## config.mk

```make
export PLATFORM = sky130hd
export DESIGN_NAME = trig_seq_top
export DESIGN_NICKNAME = d
export VERILOG_FILES = /design/src/rtl/trig_seq_pkg.sv /design/src/rtl/trig_seq_regs.sv /design/src/rtl/trig_seq_route.sv /design/src/rtl/trig_seq_core.sv /design/src/rtl/trig_seq_top.sv
export SDC_FILE = /design/constraint.sdc
export NUM_CORES = 1
export LEC_CHECK = 0
export ABC_AREA = 1
export BUFFER_PORTS_ARGS = -buffer_cell sky130_fd_sc_hd__buf_2
export CORE_MARGIN = 1
export CORE_UTILIZATION = 50
export DETAILED_ROUTE_END_ITERATION = 10
export HOLD_SLACK_MARGIN = 0.03
export PLACE_DENSITY = 0.75
export REMOVE_ABC_BUFFERS = 1
export SLEW_MARGIN = 20
export SYNTH_ARGS = -nofsm -noshare
export SYNTH_HDL_FRONTEND = slang
export SYNTH_SLANG_ARGS = --single-unit
```

## constraint.sdc

```tcl
create_clock -name clk -period 2 [get_ports clk]
set_clock_uncertainty 0.1 [all_clocks]
set_input_delay 0.2 -clock clk [delete_from_list [all_inputs] [get_ports clk]]
set_output_delay 0.2 -clock clk [all_outputs]
set_load 0.01 [all_outputs]
```

## src/rtl/trig_seq_pkg.sv

```systemverilog
// Package: shared types and the routing table of the trigger sequencer.
// Assumes four match channels and a 4-bit routing code per state.
package trig_seq_pkg;

    localparam int CODE_W = 4;
    localparam int NUM_CH = 4;

    typedef enum logic [1:0] {
        ST_ONE   = 2'd0,
        ST_TWO   = 2'd1,
        ST_THREE = 2'd2,
        ST_FINAL = 2'd3
    } seq_state_t;

    typedef struct packed {
        logic       valid;
        seq_state_t tgt;
    } route_t;

    // Target of one channel under one routing code; valid low means ignored.
    function automatic route_t route_lookup(input logic [CODE_W-1:0] code,
                                            input int unsigned ch);
        route_t r;
        r.valid = 1'b0;
        r.tgt   = ST_ONE;
        case (code)
            4'h0: begin r.valid = 1'b1; r.tgt = ST_ONE; end
            4'h3: if (ch == 2) begin r.valid = 1'b1; r.tgt = ST_TWO;   end
            4'h4: if (ch == 2) begin r.valid = 1'b1; r.tgt = ST_THREE; end
            4'h5: if (ch == 2) begin r.valid = 1'b1; r.tgt = ST_FINAL; end
            4'h6: begin
                if (ch == 0) begin r.valid = 1'b1; r.tgt = ST_TWO;   end
                if (ch == 1) begin r.valid = 1'b1; r.tgt = ST_THREE; end
            end
            4'h7: begin
                if (ch == 1) begin r.valid = 1'b1; r.tgt = ST_THREE; end
                if (ch == 0) begin r.valid = 1'b1; r.tgt = ST_FINAL; end
            end
            4'h8: begin
                if (ch == 0) begin r.valid = 1'b1; r.tgt = ST_TWO;   end
                if (ch == 2) begin r.valid = 1'b1; r.tgt = ST_THREE; end
            end
            4'h9: begin
                if (ch == 2) begin r.valid = 1'b1; r.tgt = ST_THREE; end
                if (ch == 0) begin r.valid = 1'b1; r.tgt = ST_FINAL; end
            end
            4'hA: begin
                if (ch == 1) begin r.valid = 1'b1; r.tgt = ST_TWO;   end
                if (ch == 3) begin r.valid = 1'b1; r.tgt = ST_THREE; end
            end
            4'hB: begin
                if (ch == 3) begin r.valid = 1'b1; r.tgt = ST_THREE; end
                if (ch == 1) begin r.valid = 1'b1; r.tgt = ST_FINAL; end
            end
            4'hC: if (ch <= 2) begin r.valid = 1'b1; r.tgt = ST_TWO; end
            default: r.valid = 1'b0;
        endcase
        return r;
    endfunction

endpackage

```

## src/rtl/trig_seq_regs.sv

```systemverilog
// Module: register bank of the trigger sequencer.
// Holds page select, comparator enables and three routing codes; decodes
// control writes for the core. Assumes reads are combinational on addr.
module trig_seq_regs
    import trig_seq_pkg::*;
#(
    parameter int ADDR_W = 2,
    parameter int DATA_W = 8
) (
    input  logic              clk,
    input  logic              rst_n,
    input  logic              we_i,
    input  logic [ADDR_W-1:0] addr_i,
    input  logic [DATA_W-1:0] wdata_i,
    output logic [DATA_W-1:0] rdata_o,
    input  logic              armed_i,
    output logic              ctl_wr_o,
    output logic              ctl_arm_o,
    output logic [NUM_CH-1:0] en_o,
    output logic [CODE_W-1:0] code_one_o,
    output logic [CODE_W-1:0] code_two_o,
    output logic [CODE_W-1:0] code_three_o
);

    localparam logic [ADDR_W-1:0] A_CTL  = ADDR_W'(0);
    localparam logic [ADDR_W-1:0] A_EN   = ADDR_W'(1);
    localparam logic [ADDR_W-1:0] A_CODE = ADDR_W'(2);
    localparam int PAGE_LSB = 4;

    logic [1:0]        page_q;
    logic [NUM_CH-1:0] en_q;
    logic [CODE_W-1:0] code_q [3];
    logic              code_wr;

    assign ctl_wr_o  = we_i && (addr_i == A_CTL);
    assign ctl_arm_o = wdata_i[0];
    assign code_wr   = we_i && (addr_i == A_CODE) && !armed_i && (page_q != 2'b11);

    // Page select and comparator enable registers.
    always_ff @(posedge clk) begin
        if (!rst_n) begin
            page_q <= 2'b00;
            en_q   <= '0;
        end else begin
            if (ctl_wr_o)
                page_q <= wdata_i[PAGE_LSB+1:PAGE_LSB];
            if (we_i && (addr_i == A_EN))
                en_q <= wdata_i[NUM_CH-1:0];
        end
    end

    // One routing code register per intermediate state, locked while armed.
    for (genvar g = 0; g < 3; g++) begin : g_code
        always_ff @(posedge clk) begin
            if (!rst_n)
                code_q[g] <= '0;
            else if (code_wr && (page_q == 2'(g)))
                code_q[g] <= wdata_i[CODE_W-1:0];
        end
    end

    // Read multiplexer.
    always_comb begin
        rdata_o = '0;
        case (addr_i)
            A_CTL: begin
                rdata_o[0] = armed_i;
                rdata_o[PAGE_LSB+1:PAGE_LSB] = page_q;
            end
            A_EN:   rdata_o[NUM_CH-1:0] = en_q;
            A_CODE: if (page_q != 2'b11) rdata_o[CODE_W-1:0] = code_q[page_q];
            default: rdata_o = '0;
        endcase
    end

    assign en_o         = en_q;
    assign code_one_o   = code_q[0];
    assign code_two_o   = code_q[1];
    assign code_three_o = code_q[2];


    code_lock_chk: assert property (@(posedge clk) disable iff (!rst_n)
        (armed_i && we_i && addr_i == A_CODE) |=> (code_q[0] == $past(code_q[0])
            && code_q[1] == $past(code_q[1]) && code_q[2] == $past(code_q[2])));

endmodule

```

## src/rtl/trig_seq_route.sv

```systemverilog
// Module: next-state decode and simultaneous-match priority resolver.
// Assumes matches are already gated by their enable bits.
module trig_seq_route
    import trig_seq_pkg::*;
(
    input  logic              clk,
    input  logic              rst_n,
    input  logic [CODE_W-1:0] code_i,
    input  logic [NUM_CH-1:0] match_i,
    output logic              hit_o,
    output seq_state_t        next_o
);

    logic       cand_v [NUM_CH];
    seq_state_t cand_t [NUM_CH];

    // Per-channel candidate target from the routing table.
    for (genvar c = 0; c < NUM_CH; c++) begin : g_cand
        route_t r;
        assign r         = route_lookup(code_i, c);
        assign cand_v[c] = r.valid && match_i[c];
        assign cand_t[c] = r.tgt;
    end

    // Lowest channel wins, then any Final-bound candidate overrides.
    always_comb begin
        hit_o  = 1'b0;
        next_o = ST_ONE;
        for (int c = NUM_CH - 1; c >= 0; c--) begin
            if (cand_v[c]) begin
                hit_o  = 1'b1;
                next_o = cand_t[c];
            end
        end
        for (int c = NUM_CH - 1; c >= 0; c--) begin
            if (cand_v[c] && cand_t[c] == ST_FINAL)
                next_o = ST_FINAL;
        end
    end


    reserved_quiet_chk: assert property (@(posedge clk) disable iff (!rst_n)
        (code_i == 4'h1 || code_i == 4'h2 || code_i >= 4'hD) |-> !hit_o);


    no_match_quiet_chk: assert property (@(posedge clk) disable iff (!rst_n)
        (match_i == '0) |-> !hit_o);

endmodule

```

## src/rtl/trig_seq_core.sv

```systemverilog
// Module: state register, armed flag and trigger pulse of the sequencer.
// Assumes a control write takes precedence over any match step.
module trig_seq_core
    import trig_seq_pkg::*;
(
    input  logic       clk,
    input  logic       rst_n,
    input  logic       ctl_wr_i,
    input  logic       ctl_arm_i,
    input  logic       hit_i,
    input  seq_state_t next_i,
    output seq_state_t state_o,
    output logic       armed_o,
    output logic       trig_o
);

    seq_state_t st_q;
    logic       armed_q;
    logic       trig_q;

    // Step the sequencer, handle arm writes and the Final pulse.
    always_ff @(posedge clk) begin
        if (!rst_n) begin
            st_q    <= ST_ONE;
            armed_q <= 1'b0;
            trig_q  <= 1'b0;
        end else begin
            trig_q <= 1'b0;
            if (ctl_wr_i) begin
                st_q    <= ST_ONE;
                armed_q <= ctl_arm_i;
            end else if (armed_q && hit_i) begin
                st_q <= next_i;
                if (next_i == ST_FINAL) begin
                    armed_q <= 1'b0;
                    trig_q  <= 1'b1;
                end
            end
        end
    end

    assign state_o = st_q;
    assign armed_o = armed_q;
    assign trig_o  = trig_q;


    trig_in_final_chk: assert property (@(posedge clk) disable iff (!rst_n)
        trig_q |-> (st_q == ST_FINAL && !armed_q));


    trig_single_chk: assert property (@(posedge clk) disable iff (!rst_n)
        trig_q |=> !trig_q);


    ctl_to_one_chk: assert property (@(posedge clk) disable iff (!rst_n)
        ctl_wr_i |=> (st_q == ST_ONE && !trig_q));


    idle_hold_chk: assert property (@(posedge clk) disable iff (!rst_n)
        (!armed_q && !ctl_wr_i) |=> $stable(st_q));

endmodule

```

## src/rtl/trig_seq_top.sv

```systemverilog
// Module: top of the debug trigger sequencer.
// Gates matches by their enables, picks the code of the current state and
// connects register bank, route resolver and core.
module trig_seq_top
    import trig_seq_pkg::*;
#(
    parameter int ADDR_W = 2,
    parameter int DATA_W = 8
) (
    input  logic              clk,
    input  logic              rst_n,
    input  logic              bus_we,
    input  logic [ADDR_W-1:0] bus_addr,
    input  logic [DATA_W-1:0] bus_wdata,
    output logic [DATA_W-1:0] bus_rdata,
    input  logic [NUM_CH-1:0] match_i,
    output logic [1:0]        state_o,
    output logic              armed_o,
    output logic              trig_o
);

    logic              ctl_wr, ctl_arm, armed, hit;
    logic [NUM_CH-1:0] en, gated;
    logic [CODE_W-1:0] code1, code2, code3, code_sel;
    seq_state_t        nxt, st;

    trig_seq_regs #(.ADDR_W(ADDR_W), .DATA_W(DATA_W)) u_regs (
        .clk(clk), .rst_n(rst_n), .we_i(bus_we), .addr_i(bus_addr),
        .wdata_i(bus_wdata), .rdata_o(bus_rdata), .armed_i(armed),
        .ctl_wr_o(ctl_wr), .ctl_arm_o(ctl_arm), .en_o(en),
        .code_one_o(code1), .code_two_o(code2), .code_three_o(code3)
    );

    assign gated = match_i & en;

    // Select the routing code of the current state.
    always_comb begin
        case (st)
            ST_ONE:   code_sel = code1;
            ST_TWO:   code_sel = code2;
            ST_THREE: code_sel = code3;
            default:  code_sel = 4'hF;
        endcase
    end

    trig_seq_route u_route (
        .clk(clk), .rst_n(rst_n), .code_i(code_sel), .match_i(gated),
        .hit_o(hit), .next_o(nxt)
    );

    trig_seq_core u_core (
        .clk(clk), .rst_n(rst_n), .ctl_wr_i(ctl_wr), .ctl_arm_i(ctl_arm),
        .hit_i(hit), .next_i(nxt), .state_o(st), .armed_o(armed),
        .trig_o(trig_o)
    );

    assign state_o = st;
    assign armed_o = armed;

endmodule

```

==> results of run 1 <==
==> layer usage <==
layer,up-vias,part of all wire (%)
li1,855,-
met1,762,42
met2,38,53
met3,9,3.5
met4,0,2.0
met5,-,0
==> kinds of logic after synthesis <==
| kind of cell | count (synthesis) | synth area share [%] |
|---|---|---|
| AO/OA/AOI/OAI | 36 | 11.8 |
| flip-flops | 24 | 36.4 |
| multiplexers | 4 | 2.73 |
| adder cells (fa/ha/maj) | 4 | 3.04 |
| AND/OR/NAND/NOR | 124 | 36.0 |
| buffers and inverters | 40 | 9.79 |
| other | 1 | 0.227 |
==> synth_stat cells <==
| library cell | n |
|---|---|
| nand3_4 | 1 |
| a21oi_1 | 17 |
| nor2_1 | 22 |
| o21a_1 | 1 |
| nor4_1 | 1 |
| nand2_2 | 4 |
| clkbuf_1 | 1 |
| o21ai_2 | 1 |
| nor2_2 | 4 |
| dfxtp_1 | 12 |
| conb_1 | 1 |
| nor3b_1 | 1 |
| mux2_2 | 4 |
| edfxtp_1 | 12 |
| buf_4 | 3 |
| nand2_1 | 61 |
| inv_2 | 4 |
| ha_1 | 4 |
| o21ai_0 | 14 |
| nor2_4 | 1 |
| nand3_2 | 8 |
| inv_1 | 32 |
| o21bai_2 | 1 |
| nand4_1 | 4 |
| a31oi_1 | 1 |
| o21ai_1 | 1 |
| nand3_1 | 17 |
==> state kept, by name, indices dropped and copies added (netlist names), named ones only <==
register	flops
u_regs.page_q	2
u_core.trig_o	1
u_regs.code_q	12
u_regs.en_o	4
u_core.armed_o	1
u_core.state_o	2
==> layout make-up <==
cell class	instances	area, µm²
inverter	36	143
fill	279	925
clock buffer	4	26.3
tap	44	55.1
sequential	24	608
timing repair buffer	49	315
multi-input combinational	170	1030
==> tightest hold or removal path, stage by stage <==
cell	delay, ps
buf_2	110
nand2_1	70
a21oi_2	50
==> worst max path at each step <==
stage / depth (start not counted) / slack, ps / start / end
2_1_floorplan: 14 / -30 / u_core.state_o[0]$_SDFFE_PP0P_ / u_core.armed_o$_SDFFE_PN0P_
3_3_place_gp: 14 / -120 / u_core.state_o[0]$_SDFFE_PP0P_ / u_core.armed_o$_SDFFE_PN0P_
3_5_place_dp: 14 / -120 / u_core.state_o[0]$_SDFFE_PP0P_ / u_core.armed_o$_SDFFE_PN0P_
4_1_cts: 15 / -10 / u_core.state_o[0]$_SDFFE_PP0P_ / u_core.armed_o$_SDFFE_PN0P_
5_1_grt: 14 / -190 / u_core.state_o[0]$_SDFFE_PP0P_ / u_core.state_o[0]$_SDFFE_PP0P_
6_report: 14 / -50 / u_core.state_o[0]$_SDFFE_PP0P_ / u_core.armed_o$_SDFFE_PN0P_
==> repair_timing <==
item / 4_1_cts / 5_1_grt
buffers inserted: 2 / 5
resized for setup: 9 / 34
setup endpoints to repair: 4 / 8
pin swaps: 2 / 18
gates cloned: 0 / 0
==> metrics by stage <==
stage	hold WS, ps	util [%]
final	45.9	70.2
after floorplan	231	-
after global placement	376	62.4
after CTS	43.3	64.9
after detailed placement	375	62.4
after global routing	58.2	70.2
==> power groups by stage <==
stage / Sequential, µW / Clock [µW] / Combinational, µW
final: 555 / 215 / 209
after global routing: 557 / 231 / 231
after CTS: 552 / 219 / 184
after detailed placement: 566 / 0 / 177
after global placement: 564 / 0 / 174
after floorplan: 559 / 0 / 110
==> cell usage in the layout, fill, tap and decap left out, types with 10 or more instances in the layout <==
master | synthesis | routed
dfxtp_1 | 12 | 10
o21ai_0 | 14 | 12
nand3_1 | 17 | 13
nand2_2 | 4 | 14
a21oi_1 | 17 | 15
buf_4 | 3 | 23
nor2_1 | 22 | 21
inv_1 | 32 | 31
buf_2 | 0 | 24
edfxtp_1 | 12 | 12
nand2_1 | 61 | 50
==> impl_metrics.ini, run 1 <==
[outcome]
status = finished, violations left
violations = setup timing

[setup_path]
critPathMostFrequentCell = nand2_1
worstPathArrival_ps = 2210
reg2reg_depth = 14
end_kind = register
required_ps = 2160
critPathMaxFanout = 8
r2r_slack_ps = -50
crit_chain = nor2_4 -> nand2_1 -> nand3_4 -> nor2_4 -> buf_4 -> nand2_2 -> nand3_4 -> o21bai_4 -> nand3_4 -> nand2_4 -> nand2_1 -> nand2_1 -> nand2_1 -> a21oi_2
slowest_delay_ps = 400
cp-start-kind = register
r2r-end = u_core.armed_o$_SDFFE_PN0P_
critPathBufInv = 1
critPathTopFamily = simple AND/OR/NAND/NOR gates
critPathSlowestCell = dfxtp_4
reg2reg_from = u_core.state_o[0]$_SDFFE_PP0P_
worstSetupPathType = register to register

[final_layout]
stdcell_area_um2 = 2180
antenna_cells = 0
nets = 305
drive_gt1_share_pct = 36.4
syn_to_final_growth_pct = 32.1
stdcell_count = 327

[placement]
dpl.cell_count = 316
dpl_cell_area_um2 = 1940
io_buffer_count = 24
dp_hpwl_um = 3050
post-place-ws_ps = -118
gp_congestion = 0.849

[synthesis]
yosysTopAreaCell = edfxtp_1
synth_warnings = 0
synth_top_area_share_pct = 21.9
synth_seq_area_share_pct = 36.4
syn_area_um2 = 1650
synth_area_leaders = edfxtp_1 (22%), dfxtp_1 (15%), nand2_1 (14%)
syn_avg_cell_area_um2 = 7.08
netlist_instances = 233
synth.ff_latch_count = 24
synthDistinctLibCells = 27

[routing]
wire_per_inst_um = 12.8
drc = 0
wl_um = 4200
via_per_inst = 5.09
drtPass1Iterations = 4
num_vias = 1664
postRouteAntennaNets = 0
drt_iter0_drc = 59

[timing]
grt_setup_unrepaired = true
setup_violations = 3
max_freq_ghz = 0.487
finalMaxSlewViolations = 0
worst_slack_ps = -51.5
min_period_ps = 2050
finalHoldViolCount = 0
period_share_pct = 103
tns_ps = -77.4

[floorplanning]
die_w_um = 59.4
core_area_um2 = 3100
rows = 20
io_pins = 29
die_y_um = 59.4
dieArea_um2 = 3530
start_util_pct = 53.1

[clock_network]
cts.sinks = 24
cts.path.max_buffers = 2
cts_tree = done
worstSkewPairLatency_ps = 310
clk_pin_slew_worst_paths_ps = 120
cts_buffers = 3
root_buffer = clkbuf_4
htree_levels = 1
hold_buffers = 0

[pwr]
ir_drop_mv = 0.381
p_per_area_nw_per_um2 = 449
seq_power_share_pct = 56.7
combinationalPowerShare_pct = 21.4
cell_internal_pwr_uw = 697
power_uw = 979
power.share.clock_pct = 22.0
netSwitchingPower_uw = 281
leakage_uw = 0.00113
switching_share_pct = 28.7

[worst_hold_path]
hold_depth = 3
hold_end = u_core.armed_o$_SDFFE_PN0P_
hold_path.class = primary input to register
worstHoldStart = bus_wdata[0]

[global_route]
grt_pass1_vias = 1473
grt_use_met3_pct = 2.18
track_usage_pct = 23.3
busiest_layer = met2
met1_usage_pct = 29.5
globalRouteOverflowTotal = 0
antenna_found_initial = 0
grt_start_max_net_pins = 15
grtUsageMet2_pct = 40.8
grt_pass1_wl_um = 6210

[flow_run]
cap_viol_max_count = 0
(Power assumes the default switching activity.)
==> run 2: changes to the inputs <==
==> constraint.sdc (replaced) <==
create_clock -name clk -period 2 [get_ports clk]
set_clock_uncertainty 0.1 [all_clocks]
set_input_delay 0.1 -clock clk [delete_from_list [all_inputs] [get_ports clk]]
set_output_delay 0.1 -clock clk [all_outputs]
set_load 0.01 [all_outputs]
==> impl_metrics.ini, run 2 (synthesis results as in run 1) <==
[final_layout]
layout_common_cells = nand2_1 (48), inv_1 (31), buf_2 (24)
top_register = u_regs.code_q
final_common_cell = nand2_1
syn_to_final_growth_pct = 35.3
drive_gt1_share_pct = 36.1
stdcell_count = 329
largest_reg_flops = 12
nets = 307
antenna_cells = 0
stdcell_area_um2 = 2230

[global_route]
grt_pass1_wl_um = 6220
track_usage_pct = 23.4
grt_start_max_net_pins = 15
antenna_found_initial = 0
grt_pass1_vias = 1477
globalRouteOverflowTotal = 0

[routing]
wl_met3_um = 96
wire_per_inst_um = 12.4
wl_met1_um = 1740
drtPass1Iterations = 4
postRouteAntennaNets = 0
wl_um = 4070
topRoutingLayerUsed = met4
via_per_inst = 5.00
drt_iter0_drc = 82
wl_met2_um = 2190
drc = 0
num_vias = 1644

[outcome]
status = finished, violations left
violations = setup timing

[setup_path]
critPathSlowestCell = dfxtp_4
crit_chain = buf_6 -> o21ai_2 -> nand3_2 -> nand2_1 -> nor2_1 -> nor2_2 -> nand3_2 -> nand2_2 -> nand3_2 -> nand2_4 -> nand2_1 -> nand2_1 -> nand2_1 -> a21oi_1
required_ps = 2160
slowest_delay_ps = 400
cp-start-kind = register
worstSetupPathType = register to register
critPathMaxFanout = 6
critPathMostFrequentCell = nand2_1
worstPathArrival_ps = 2170
end_kind = register

[placement]
dp_hpwl_um = 2980
gp_congestion = 0.879
io_buffer_count = 24
dpl_cell_area_um2 = 1930
dpl.cell_count = 315

[timing]
setup_violations = 1
finalHoldViolCount = 0
min_period_ps = 2010
tightest_slew_ps = 564
grt_setup_unrepaired = true
worst_slack_ps = -13.7
max_freq_ghz = 0.497
period_share_pct = 101
finalMaxSlewViolations = 0
relSlewSlack_pct = 62.3

[clock_network]
cts_tree = done
htree_levels = 1
cts.path.max_buffers = 2
cts_buffers = 3
cts.sinks = 24
root_buffer = clkbuf_4
worstSkewPairLatency_ps = 320
clk_pin_slew_worst_paths_ps = 130

[pwr]
ir_drop_mv = 0.557
leakage_uw = 0.00115
p_per_area_nw_per_um2 = 503
power_uw = 1120

[worst_hold_path]
hold_path.class = primary input to register

[floorplanning]
rows = 20
io_pins = 29
start_util_pct = 53.1
core_area_um2 = 3100
die_w_um = 59.4
dieArea_um2 = 3530
die_y_um = 59.4

[flow_run]
cap_viol_max_count = 0
-- run 2: per-layer routing --
layer  GRT usage (%)  up-vias
li1                -      857
met1            28.7      752
met2            43.3       30
met3            1.31        5
met4            7.14        0
met5               0        -
-- run 2: power breakdown --
group          internal (µW)  leakage [µW]  switching [µW]
clock network            203     0.0000279             148
registers                534      0.000224            18.8
logic                   92.1      0.000899             127
-- run 2: worst paths after layout --
path                                  start                       endpoint  slack [ps]  cells after the start
min reg2reg   u_regs.page_q[1]$_SDFFE_PN0P_  u_regs.page_q[1]$_SDFFE_PN0P_         480                      2
max reg2reg  u_core.state_o[0]$_SDFFE_PP0P_    u_core.armed_o$_SDFFE_PN0P_         -10                     14
min                                  bus_we    u_regs.en_o[2]$_SDFFE_PN0P_         120                      4
max          u_core.state_o[0]$_SDFFE_PP0P_    u_core.armed_o$_SDFFE_PN0P_         -10                     14
-- run 2: critical path, delay by kind of cell (launching register included) --
| family | cells | cell delay, ps |
|---|---|---|
| compound gates | 2 | 260 |
| buf+inv | 1 | 130 |
| flops | 1 | 400 |
| simple gates | 11 | 1060 |
-- run 2: timing repair --
action                                  4_1_cts  5_1_grt
endpoints found under the setup margin        4       15
hold buffers                                  7        0
setup buffers                                 1        2
gates resized for setup                      13       32
pin swaps                                     2       21
hold endpoints to repair                      8        0
-- run 2: per-stage QoR --
stage / setup WS (ps) / hold slack (ps) / setup TNS (ps) / util (%)
floorplan: -32.1 / 131 / -57.5 / -
global placement: -97.1 / 276 / -354 / 62.2
detailed placement: -148 / 277 / -532 / 62.2
CTS: 1.56 / 115 / 0 / 67.9
global route: -206 / 191 / -871 / 71.9
finish: -13.7 / 123 / -13.7 / 71.9
-- run 2: final cells by class --
class	instances	area, µm²
Sequential cell	24	608
Tap cell	44	55.1
Timing Repair Buffer	51	352
Clock inverter	1	30.0
Inverter	36	135
Multi-Input combinational cell	170	1030
Clock buffer	3	22.5
Fill cell	275	872
==> run 3: changes to the inputs <==
--- a/config.mk
+++ b/config.mk
@@ -11,9 +11,9 @@
 export CORE_UTILIZATION = 50
 export DETAILED_ROUTE_END_ITERATION = 10
 export HOLD_SLACK_MARGIN = 0.03
-export PLACE_DENSITY = 0.75
+export PLACE_DENSITY = 0.76
 export REMOVE_ABC_BUFFERS = 1
-export SLEW_MARGIN = 20
 export SYNTH_ARGS = -nofsm -noshare
 export SYNTH_HDL_FRONTEND = slang
+export SYNTH_HIERARCHICAL = 1
 export SYNTH_SLANG_ARGS = --single-unit
==> impl_metrics.ini, run 3 <==
[outcome]
status = finished, violations left
violations = setup timing

[placement]
dpl_cell_area_um2 = 1790
gp_congestion = 0.834
dp_hpwl_um = 2820
io_buffer_count = 24

[setup_path]
critPathMaxFanout = 6
worstSetupPathType = register to register
required_ps = 2130
end_kind = register
cp-start-kind = register
worstPathArrival_ps = 2210

[timing]
grt_setup_unrepaired = true
period_share_pct = 104
worst_slack_ps = -78.4
setup_violations = 4
min_period_ps = 2080
finalHoldViolCount = 0
finalMaxSlewViolations = 0
max_freq_ghz = 0.481

[floorplanning]
die_w_um = 58.2
rows = 20
core_area_um2 = 3030
die_y_um = 58.2
dieArea_um2 = 3390
io_pins = 29
start_util_pct = 52.1

[synthesis]
synth_edf_count = 12
synth_commonest_cells = nand2_1 (56), nor2_1 (25), inv_1 (23), nand3_1 (23)
synth-main-ff-cell = edfxtp_1
yosysTopAreaCell = edfxtp_1
syn_area_um2 = 1580
synth_compound_area_share_pct = 10.4
synth.ff_latch_count = 24
synth.area.mux_share_pct = 0
synth_xor_area_share_pct = 0
ys_async_sr_fraction_pct = 0
synth-simple-area-share_pct = 38.4
synth_adder_area_share_pct = 3.17
synth_warnings = 6
synth_top_area_share_pct = 22.8
netlist_instances = 221
yosysMostFrequentCell = nand2_1
synthDistinctLibCells = 26
synth_area_leaders = edfxtp_1 (23%), dfxtp_1 (15%), nand2_1 (13%)
synth_top_family_by_area = simple AND/OR/NAND/NOR gates
syn_avg_cell_area_um2 = 7.14
synth_seq_area_share_pct = 38.0

[global_route]
track_usage_pct = 23.9
grt_pass1_wl_um = 6110
grt_start_max_net_pins = 15
globalRouteOverflowTotal = 0
antenna_found_initial = 0
grt_pass1_vias = 1410

[final_layout]
layout_common_cells = nand2_1 (46), buf_2 (24), inv_1 (23), nor2_1 (23), nand3_1 (18)
final_common_cell = nand2_1
nets = 289
stdcell_area_um2 = 2090
largest_reg_flops = 12
top_register = u_regs/code_q
syn_to_final_growth_pct = 32.3
antenna_cells = 0
drive_gt1_share_pct = 34.5

[clock_network]
clk_pin_slew_worst_paths_ps = 130
worstSkewPairLatency_ps = 320
htree_levels = 1
cts.sinks = 24
cts_tree = done
cts_buffers = 3
root_buffer = clkbuf_4
cts.path.max_buffers = 2

[routing]
num_vias = 1581
via_per_inst = 5.08
drt_iter0_drc = 99
drc = 0
wl_um = 3930
wire_per_inst_um = 12.6
postRouteAntennaNets = 0
drtPass1Iterations = 4

[pwr]
leakage_uw = 0.00106
power_uw = 1120
ir_drop_mv = 0.437
p_per_area_nw_per_um2 = 536

[flow_run]
cap_viol_max_count = 0

[worst_hold_path]
hold_path.class = primary input to register
==> run 3: metal layers <==
layer | vias to the layer above | GRT usage [%] | share of wire (%)
met2 | 56 | 44.3 | 53
met4 | 0 | 10.5 | 2.2
met5 | - | 0 | 0
met3 | 6 | 2.68 | 4.6
li1 | 808 | - | -
met1 | 711 | 27.4 | 40
==> run 3: stage by stage <==
| stage | std cells | utilization [%] | hold slack [ps] | TNS [ps] | setup WS [ps] |
|---|---|---|---|---|---|
| 2_1_floorplan | 217 | - | 134 | -103 | -58.3 |
| 3_3_place_gp | 295 | 59.3 | 285 | -345 | -121 |
| 3_5_place_dp | 295 | 59.3 | 283 | -524 | -155 |
| 4_1_cts | 307 | 66.2 | 41.8 | -18.1 | -11.1 |
| 6_report | 311 | 69.0 | 39.4 | -175 | -78.4 |
| 5_1_grt | 311 | 69.0 | 55.5 | -784 | -230 |
==> run 3: kinds of logic after synthesis <==
family	after synthesis
buf+inv	36
other cells	1
simple gates	127
fa+ha+maj	4
flops	24
compound gates	29
==> run 3: what timing repair did <==
action	4_1_cts	5_1_grt
gates resized for setup	25	17
hold endpoints to repair	9	0
pin swaps	6	11
hold buffers	6	0
endpoints found under the setup margin	4	4
setup buffers	2	4
==> run 3: power breakdown <==
part           switching, µW  total (µW)  leakage [µW]  internal (µW)
clock network            146         349     0.0000279            203
logic                    133         217      0.000809           84.1
registers               19.3         553      0.000224            534
total                    298        1120       0.00106            821
==> run 3: layout make-up <==
cell class | count | area, µm²
flip-flops and latches | 24 | 608
multi-input cells | 162 | 932
fillers | 250 | 940
inverters | 31 | 121
repair buffers | 46 | 319
well taps | 44 | 55.1
clock buffers | 3 | 22.5
clock inverters | 1 | 30.0
==> run 3: final timing paths <==
path	cells past startpoint	slack [ps]	endpoint	start
max	14	-80	u_core/armed_o$_SDFFE_PN0P_	u_core/state_o[0]$_SDFFE_PP0P_
min	3	40	u_core/trig_o$_SDFF_PP0_	rst_n
min reg2reg	2	480	u_regs/en_o[0]$_SDFFE_PN0P_	u_regs/en_o[0]$_SDFFE_PN0P_
max reg2reg	14	-80	u_core/armed_o$_SDFFE_PN0P_	u_core/state_o[0]$_SDFFE_PP0P_
==> run 3: worst max-delay path, cell delays in order (launching register included) <==
cell     delay, ps
dfxtp_4        390
buf_6          130
nand3_1        140
nand3_4        130
buf_4          170
nor2_4         130
nand2_2         90
nand2_1         60
nand2_1         60
o21ai_1        120
nand3_1         80
nand2_1        100
nand4_1        140
nand2_1        120
a21oi_2         50
